===== config.mk =====
export PLATFORM = sky130hd
export DESIGN_NAME = usb_out_ep_ctrl
export DESIGN_NICKNAME = d
export VERILOG_FILES = /design/src/rtl/ep_pkg.sv /design/src/rtl/ep_sticky_flag.sv /design/src/rtl/ep_occ_track.sv /design/src/rtl/ep_toggle_track.sv /design/src/rtl/usb_out_ep_ctrl.sv
export SDC_FILE = /design/constraint.sdc
export NUM_CORES = 1
export LEC_CHECK = 0
export ABC_AREA = 1
export BUFFER_PORTS_ARGS = -buffer_cell sky130_fd_sc_hd__buf_2
export CAP_MARGIN = 20
export CORE_AREA = 2 2 39 41
export DETAILED_ROUTE_END_ITERATION = 10
export DIE_AREA = 0 0 41 43
export GPL_TIMING_DRIVEN = 0
export PLACE_DENSITY = 0.62
export SYNTH_ARGS = -nofsm -noshare
export SYNTH_HDL_FRONTEND = slang
export SYNTH_SLANG_ARGS = --single-unit

===== constraint.sdc =====
create_clock -name clk -period 1.7 [get_ports clk]
set_clock_uncertainty 0.2 [all_clocks]
set_input_delay 0.255 -clock clk [delete_from_list [all_inputs] [get_ports clk]]
set_output_delay 0.255 -clock clk [all_outputs]
set_load 0.05 [all_outputs]

===== src/rtl/ep_pkg.sv =====
// Package: shared constants and types for the OUT endpoint status controller.
// Assumes a two-slot buffer; the command and status bit positions below are
// the software-visible layout.
package ep_pkg;
    localparam int unsigned SLOTS    = 2;
    localparam int unsigned OCC_W    = $clog2(SLOTS + 1);
    localparam int unsigned CMD_W    = 6;
    localparam int unsigned STS_W    = 6;
    localparam int unsigned FLAG_N   = 3;

    // command bit positions
    localparam int unsigned CMD_UNLOAD   = 0;
    localparam int unsigned CMD_CLR_BASE = 1;   // clears for flags 0..FLAG_N-1
    localparam int unsigned CMD_TOG_INIT = 4;
    localparam int unsigned CMD_FLUSH    = 5;

    // flag indices (status bit = STS_FLAG_BASE + index)
    localparam int unsigned FLAG_OVR      = 0;
    localparam int unsigned FLAG_STALL    = 1;
    localparam int unsigned FLAG_DERR     = 2;
    localparam int unsigned STS_FULL      = 0;
    localparam int unsigned STS_ANY       = 1;
    localparam int unsigned STS_FLAG_BASE = 2;
    localparam int unsigned STS_TOG       = 5;

    typedef logic [OCC_W-1:0] occ_t;
endpackage


===== src/rtl/ep_sticky_flag.sv =====
// Module: one sticky status flag with a write-one clear.
// Assumes set and clear are single-cycle strobes; a set wins over a clear.
module ep_sticky_flag (
    input  logic clk,
    input  logic rst_n,
    input  logic set_i,
    input  logic clr_i,
    output logic flag_o
);
    // hold the flag until software clears it
    always_ff @(posedge clk) begin
        if (!rst_n)      flag_o <= 1'b0;
        else if (set_i)  flag_o <= 1'b1;
        else if (clr_i)  flag_o <= 1'b0;
    end

    // a set event is visible in the following cycle
    p_set_sticks_r9: assert property (@(posedge clk) disable iff (!rst_n)
        set_i |=> flag_o);
    // a clear with no set drops the flag
    p_clr_drops_r10: assert property (@(posedge clk) disable iff (!rst_n)
        (clr_i && !set_i) |=> !flag_o);
endmodule


===== src/rtl/ep_occ_track.sv =====
// Module: occupancy counter for the two-slot OUT buffer.
// Decides whether a packet is accepted and whether a set is released.
// Assumes rx_ok_i is a one-cycle pulse and pid_match_i is valid with it.
module ep_occ_track
    import ep_pkg::*;
(
    input  logic clk,
    input  logic rst_n,
    input  logic rx_ok_i,
    input  logic pid_match_i,
    input  logic unload_i,
    input  logic flush_i,
    input  logic rx_busy_i,
    output occ_t occ_o,
    output logic accept_o,
    output logic release_o
);
    localparam occ_t OCC_FULL = occ_t'(SLOTS);

    logic has_data;
    logic full;
    occ_t occ_nxt;

    // decode release and acceptance from the current count
    always_comb begin
        has_data  = (occ_o != '0);
        full      = (occ_o == OCC_FULL);
        release_o = has_data && (unload_i || (flush_i && !rx_busy_i));
        accept_o  = rx_ok_i && pid_match_i && (!full || release_o);
        occ_nxt   = occ_o;
        if (accept_o && !release_o)      occ_nxt = occ_o + occ_t'(1);
        else if (!accept_o && release_o) occ_nxt = occ_o - occ_t'(1);
    end

    // count register
    always_ff @(posedge clk) begin
        if (!rst_n) occ_o <= '0;
        else        occ_o <= occ_nxt;
    end

    p_occ_bound_r5: assert property (@(posedge clk) disable iff (!rst_n)
        occ_o <= OCC_FULL);
    p_occ_hold_r8: assert property (@(posedge clk) disable iff (!rst_n)
        (!accept_o && !release_o) |=> $stable(occ_o));
    p_no_underflow_r6: assert property (@(posedge clk) disable iff (!rst_n)
        release_o |-> (occ_o != '0));
endmodule


===== src/rtl/ep_toggle_track.sv =====
// Module: expected data toggle (0 = DATA0, 1 = DATA1).
// Assumes accept_i pulses once per stored packet; an initialise wins over a flip.
module ep_toggle_track (
    input  logic clk,
    input  logic rst_n,
    input  logic accept_i,
    input  logic init_i,
    output logic exp_o
);
    // track the next expected PID
    always_ff @(posedge clk) begin
        if (!rst_n)        exp_o <= 1'b0;
        else if (init_i)   exp_o <= 1'b0;
        else if (accept_i) exp_o <= ~exp_o;
    end

    p_init_data0_r12: assert property (@(posedge clk) disable iff (!rst_n)
        init_i |=> !exp_o);
    p_flip_r3: assert property (@(posedge clk) disable iff (!rst_n)
        (accept_i && !init_i) |=> (exp_o != $past(exp_o)));
endmodule


===== src/rtl/usb_out_ep_ctrl.sv =====
// Module: control and status state for one double-buffered USB OUT endpoint.
// Assumes all event inputs are synchronous one-cycle pulses and that
// rx_ok and rx_too_long never coincide.
module usb_out_ep_ctrl
    import ep_pkg::*;
(
    input  logic             clk,
    input  logic             rst_n,
    input  logic             cfg_iso,
    input  logic             tok_start,
    input  logic             rx_ok,
    input  logic             rx_pid1,
    input  logic             rx_too_long,
    input  logic             rx_iso_err,
    input  logic             rx_busy,
    input  logic             wr_en,
    input  logic [CMD_W-1:0] wr_data,
    output logic [STS_W-1:0] rd_status,
    output logic             rx_store,
    output logic             hs_stall
);
    logic [CMD_W-1:0]  cmd;
    logic [FLAG_N-1:0] flag_set;
    logic [FLAG_N-1:0] flag_q;
    logic              exp_tog;
    logic              accept;
    logic              release_w;
    occ_t              occ;

    // qualify command bits with the write strobe
    assign cmd = wr_en ? wr_data : '0;

    ep_occ_track u_occ (
        .clk         (clk),
        .rst_n       (rst_n),
        .rx_ok_i     (rx_ok),
        .pid_match_i (rx_pid1 == exp_tog),
        .unload_i    (cmd[CMD_UNLOAD]),
        .flush_i     (cmd[CMD_FLUSH]),
        .rx_busy_i   (rx_busy),
        .occ_o       (occ),
        .accept_o    (accept),
        .release_o   (release_w)
    );

    ep_toggle_track u_tog (
        .clk      (clk),
        .rst_n    (rst_n),
        .accept_i (accept),
        .init_i   (cmd[CMD_TOG_INIT]),
        .exp_o    (exp_tog)
    );

    // set conditions for the sticky flags
    always_comb begin
        flag_set             = '0;
        flag_set[FLAG_OVR]   = tok_start && cfg_iso && (occ == occ_t'(SLOTS));
        flag_set[FLAG_STALL] = rx_too_long;
        flag_set[FLAG_DERR]  = rx_iso_err && cfg_iso;
    end

    for (genvar gi = 0; gi < FLAG_N; gi++) begin : g_flag
        ep_sticky_flag u_flag (
            .clk    (clk),
            .rst_n  (rst_n),
            .set_i  (flag_set[gi]),
            .clr_i  (cmd[CMD_CLR_BASE + gi]),
            .flag_o (flag_q[gi])
        );
    end

    // pack the status vector
    always_comb begin
        rd_status                                   = '0;
        rd_status[STS_FULL]                         = (occ == occ_t'(SLOTS));
        rd_status[STS_ANY]                          = (occ != '0);
        rd_status[STS_FLAG_BASE +: FLAG_N]          = flag_q;
        rd_status[STS_TOG]                          = exp_tog;
    end

    assign rx_store = accept;
    assign hs_stall = flag_q[FLAG_STALL];

    p_ovr_full_r9: assert property (@(posedge clk) disable iff (!rst_n)
        (tok_start && cfg_iso && rd_status[STS_FULL]) |=> rd_status[STS_FLAG_BASE + FLAG_OVR]);
    p_stall_hs_r10: assert property (@(posedge clk) disable iff (!rst_n)
        rx_too_long |=> hs_stall);
    p_full_implies_any_r2: assert property (@(posedge clk) disable iff (!rst_n)
        rd_status[STS_FULL] |-> rd_status[STS_ANY]);
    p_drop_when_full_r5: assert property (@(posedge clk) disable iff (!rst_n)
        (rd_status[STS_FULL] && !release_w) |-> !rx_store);
endmodule


Word-level counts from Yosys, hierarchy flattened
Index checks and enable logic that the tools add are counted.

word-level totals
  word-level logic and storage cells = 41
  register bits after elaboration = 6
  output and inout port bits = 8

cells by class
  multiplexer cells = 9
  equality and inequality tests = 2
  bitwise logic cells = 2
  add/sub/neg operators = 2
  reductions and logical operators = 21

operators with widths
  kind                                                                count
  2-bit nonzero test                                                  5
  1-bit logical AND                                                   9
  1-bit two-way mux                                                   6
  6-bit two-way mux                                                   1
  1-bit logical NOT                                                   4
  2-bit two-way mux                                                   2
  2-bit by 1-bit adder with 2-bit output, second input constant       1
  2-bit == test, second input constant                                1
  1-bit logical OR                                                    2
  1-bit inverter                                                      2
  2-bit OR reduction                                                  1
  2-bit by 1-bit subtractor with 2-bit output, second input constant  1
  1-bit == test                                                       1

Longest topological paths before layout
  depth in word-level cells = 10
  gate-level depth with buffers = 10

Cells and area by module
From an unflattened synthesis, not the netlist that was laid out.

second synthesis, totals
  cells, all modules = 78
  area, all modules = 441.7 um2

modules (own cells, without submodules)
  module           times used  area an instance (um2)  seq. area each (um2)  cells each
  ep_occ_track     1           146.4                   40.0                  24
  ep_sticky_flag   3           43.8                    20.0                  6
  usb_out_ep_ctrl  1           111.4                   0.0                   27
  ep_toggle_track  1           52.6                    20.0                  9

Worst setup path before layout
OpenSTA, ideal clock, no wires.

  path kind = reg2reg
  start = register u_tog.exp_o
  end = register u_occ.occ_o[1]
  arrival time = 1.738 ns
  path slack = -0.357 ns
  stages on the path, launching flop included = 11
  data required time = 1.381 ns
  path through = dfxtp_1 > inv_1 > nand2_1 > nand2_1 > nor2_1 > and2_1 > ha_1 > a21oi_1 > nand2_1 > o21ai_1 > a21oi_1

on the way
  cells in the longest elaborated chain, start to end = 6
  elaborated cells on any way between the ends = 8
  classes of those cells = eq/ne (1); mux (1); reduce/logical (6)

RTL lines
  what                                 line                   text
  start, declared                      ep_toggle_track.sv:8   output logic exp_o
  start signal, assigned               ep_toggle_track.sv:14  else if (accept_i) exp_o <= ~exp_o;
  1-bit == test (*)                    usb_out_ep_ctrl.sv:37  .pid_match_i (rx_pid1 == exp_tog),
  1-bit logical AND (*) (2 in series)  ep_occ_track.sv:29     accept_o = rx_ok_i && pid_match_i && (!full || release_o);
  net rx_store                         usb_out_ep_ctrl.sv:19  output logic rx_store,
  1-bit logical NOT                    ep_occ_track.sv:32     else if (!accept_o && release_o) occ_nxt = occ_o - occ_t'(1);
  1-bit logical AND                    ep_occ_track.sv:32
  2-bit nonzero test (no line)         --
  end signal, assigned                 ep_occ_track.sv:38     else occ_o <= occ_nxt;
  end, declared                        ep_occ_track.sv:14     output occ_t occ_o,

Mark *: on every way through the listed nets, which the timed path passes. The rest lies on a longest branch.
A chain may end at the register's enable or synchronous reset.

Worst setup path in the final report
  start = register u_tog.exp_o
  end = register u_occ.occ_o[1]

on the way
  cells in the longest elaborated chain, start to end = 6
  elaborated cells on any way between the ends = 8
  classes of those cells = eq/ne (1); mux (1); reduce/logical (6)

RTL lines
  what                                 line
  1-bit == test (*)                    usb_out_ep_ctrl.sv:37
  1-bit logical AND (*) (2 in series)  ep_occ_track.sv:29
  1-bit logical NOT                    ep_occ_track.sv:32
  1-bit logical AND                    ep_occ_track.sv:32
  2-bit nonzero test (no line)         --

Mark *: on every way between the ends. The rest lies on a longest branch, timed or not.

==> qor_table.md <==
| Group | Item | Value |
|---|---|---|
| sta | Relative max-transition margin | 83.2% |
| synthesis | Mapped Cells | 53 |
| detailed routing | Drt initial violations | 12 |
| detailed routing | Mean number of vias per cell | 4.11 |
| pwr | Static Leak | 0.302 nW |
| synthesis | Seq/Total Area, Yosys | 34.2% |
| sta | Final period util | 95.5% |
| cts | Count of hold buffers inserted by post-cts repair | 0 |
| finish | Number of nets in the finished design | 101 |
| global routing | Vias in the first global route | 317 |
| pwr | Pwr dens | 1000 mW/mm² |
| cts | Count of clock tree sinks | 6 |
| cts | CTS Buf Count | 3 |
| global routing | Number of antenna violations at the first check in global routing | 0 |
| pwr | Combinational group share of total power | 47.9% |
| finish | Fraction of final layout cells sized beyond drive strength 1 | 51.2% |
| setup path | Kind of critical path | register to register |
| cts | Clock slew seen by the registers of the worst setup and hold paths | 0.04 ns |
| synthesis | Flip-flop and latch count after synthesis | 6 |
| detailed routing | Mean routed wirelength per cell | 8.56 µm |
| synthesis | Syn Nets | 70 |
| pwr | Proportion of power drawn by flip-flops and latches | 29.6% |
| outcome | Run status | finished, final reports clean |
| pwr | Relative contribution of the clock network to total power | 22.5% |
| global routing | Global-route congestion overflow total | 0 |
| pwr | Switching pwr | 0.221 mW |
| sta | Number of failing hold endpoints at the final stage | 0 |
| pwr | Total power | 0.565 mW |
| sta | Count of final setup violators | 0 |
| setup path | Arrival time at the worst endpoint | 1.55 ns |
| sta | Unrepaired setup endpoints after global routing | false |
| min path | Type of the tightest min-delay check | input pin to register |
| synthesis | Post-synthesis instance area | 352 µm² |
| cts | Worst-skew pair later-pin latency | 0.24 ns |
| detailed routing | Remaining number of nets flagged by the antenna check after routing | 0 |
| finish | Number of fill cells in the layout | 157 |
| finish | Area delta synth->final | 60.1% |
| placed design | Final weighted congestion in routability-driven placement | 0.676 |
| cts | TritonCTS clock tree | yes |
| die | Top Ports | 24 |
| setup path | Kind of capture point of the worst setup path | register |
| global routing | Total GRT Usage | 9.63% |
| die | Die Area | 0.00176 mm² |
| die | Number of rows in the core area | 14 |
| pwr | Internal power contribution | 0.344 mW |
| synthesis | Post-synthesis average cell area | 6.63 µm² |
| die | Effective utilization at floorplan | 25.4% |
| synthesis | Cell accounting for the most synthesized area | sky130_fd_sc_hd__dfxtp_1 |
| setup path | CP max FO | 3 |
| sta | Final critical path time including I/O delays and setup | 1.62 ns |
| pwr | Maximum vdd drop | 0.455 mV |
| cts | Maximum clock path buffer count | 2 |
| die | Die Y | 43 µm |
| sta | Actual slew at the worst max-slew pin | 0.253 ns |
| sta | Max-slew violations | 0 |
| sta | Fmax | 0.616 GHz |
| detailed routing | Drt pass-1 iters | 4 |
| detailed routing | Count of vias placed by the detailed router | 403 |
| die | Core outline area | 0.00138 mm² |
| finish | Final antenna diode count | 0 |
| run | Max-capacitance violation count | 0 |
| synthesis | Synth top area share | 34.2% |
| pwr | Switching power share of the total | 39.1% |
| synthesis | Count of yosys warnings during synthesis | 0 |
| cts | Maximum level of the CTS H-tree | 1 |
| die | Die Width | 41 µm |
| setup path | Worst endpoint required time | 1.62 ns |
| global routing | First-pass GRT wire length | 1.11 mm |
| finish | Utilization after layout | 40.7% |
| global routing | Largest net degree at the start of global routing | 7 |
| detailed routing | Total length of routed wires | 839 µm |
| detailed routing | Remaining routing DRC violations | 0 |
| setup path | Sort of element at the start of the critical path | register |
| cts | Clock root buffer | sky130_fd_sc_hd__clkbuf_4 |
| synthesis | Unique cell type count in the Yosys netlist | 14 |
| placed design | Port Buffers | 23 |
| synthesis | Biggest area contributors in the synthesized netlist | sky130_fd_sc_hd__dfxtp_1 34%, sky130_fd_sc_hd__nand2_1 15%, sky130_fd_sc_hd__buf_4 13%, sky130_fd_sc_hd__a21oi_1 11%, sky130_fd_sc_hd__nor2_1 5.3% |
metrics by stage:
stage | TNS, ns | hold WS (ns) | instances | setup WS [ns] | area (µm²)
global route | 0 | 0.0423 | 98 | 0.000459 | 563
floorplan | 0 | 0.172 | 53 | 0.0000814 | 374
detailed placement | -0.0302 | 0.257 | 92 | -0.0302 | 509
CTS | 0 | 0.0217 | 95 | 0.0312 | 538
finish | 0 | 0.0273 | 98 | 0.0765 | 563
global placement | -0.0179 | 0.252 | 92 | -0.0179 | 509
layout by cell type, fill, tap and decap left out:
master	n
sky130_fd_sc_hd__a21oi_1	7
sky130_fd_sc_hd__a21oi_2	1
sky130_fd_sc_hd__and2_4	1
sky130_fd_sc_hd__buf_2	22
sky130_fd_sc_hd__buf_4	9
sky130_fd_sc_hd__buf_6	1
sky130_fd_sc_hd__clkbuf_4	3
sky130_fd_sc_hd__dfxtp_1	5
sky130_fd_sc_hd__dfxtp_4	1
sky130_fd_sc_hd__ha_4	1
sky130_fd_sc_hd__inv_1	3
sky130_fd_sc_hd__inv_2	2
sky130_fd_sc_hd__nand2_1	14
sky130_fd_sc_hd__nand3_1	3
sky130_fd_sc_hd__nand4_1	1
sky130_fd_sc_hd__nor2_1	4
sky130_fd_sc_hd__nor2_2	1
sky130_fd_sc_hd__o21ai_0	1
sky130_fd_sc_hd__o21ai_1	1
sky130_fd_sc_hd__or2_0	1
final timing paths:
check	startpoint	slack, ns	cells after the start	to
setup / recovery	u_tog.exp_o	0.08	10	u_occ.occ_o[1]
hold reg to reg	g_flag[2].u_flag.flag_o	0.26	2	g_flag[2].u_flag.flag_o
hold / removal	rx_too_long	0.03	3	g_flag[1].u_flag.flag_o
setup reg to reg	u_tog.exp_o	0.08	10	u_occ.occ_o[1]
registers in the layout, indices dropped and copies added, names as in the netlist:
register,cells
u_occ.occ_o,2
u_tog.exp_o,1
g_flag.u_flag.flag_o,3
cell families after synthesis:
kind of cell	Yosys count	synth area share [%]
AND/OR/NAND/NOR	25	29.9
buffers and inverters	11	18.1
AO/OA/AOI/OAI	10	14.2
flip-flops	6	34.2
adder cells (fa/ha/maj)	1	3.56
power by group through the flow:
stage	sequential, mW	clock (mW)	combinational, mW
floorplan	0.175	0	0.190
global placement	0.171	0	0.247
detailed placement	0.171	0	0.249
CTS	0.168	0.135	0.255
global route	0.169	0.140	0.294
finish	0.167	0.127	0.271
timing repair:
action,CTS,global route
setup buffers,0,3
gates cloned,0,0
setup endpoints to repair,1,2
resized for setup,2,1
pin swaps,0,3
worst max-delay path, stage by stage, from the launching register on:
cell and delay [ns]:
sky130_fd_sc_hd__dfxtp_4 0.34, sky130_fd_sc_hd__inv_2 0.03, sky130_fd_sc_hd__nand2_1 0.05, sky130_fd_sc_hd__nand2_1 0.05
sky130_fd_sc_hd__nor2_2 0.12, sky130_fd_sc_hd__and2_4 0.18, sky130_fd_sc_hd__ha_4 0.20, sky130_fd_sc_hd__a21oi_2 0.09
sky130_fd_sc_hd__nand2_1 0.07, sky130_fd_sc_hd__o21ai_1 0.12, sky130_fd_sc_hd__a21oi_1 0.05
cells in the mapped netlist (all sizes together):
cell type   n
nor2        5
o21ai       2
ha          1
dfxtp       6
inv         5
nand2      14
a21oi       8
nand4       1
nand3       3
and2        1
or2         1
buf         6
layer usage:
layer / up-vias / global-route usage [%] / routed length, µm
li1: 223 / - / -
met1: 161 / 10.3 / 395
met2: 19 / 14.4 / 353
met3: 0 / 3.14 / 90
met4: 0 / 8.00 / 0
met5: - / 0 / 0
layout make-up:
| cell class | instances | area, µm² | share of cell area, % |
|---|---|---|---|
| plain buffers | 6 | 45.0 | 8.00 |
| clock buffers | 3 | 22.5 | 4.00 |
| inverters | 5 | 18.8 | 3.33 |
| multi-input cells | 36 | 189 | 33.6 |
| flip-flops and latches | 6 | 124 | 22.0 |
| well taps | 16 | 20.0 | 3.56 |
| repair buffers | 26 | 144 | 25.6 |
(Power assumes the default switching activity.)
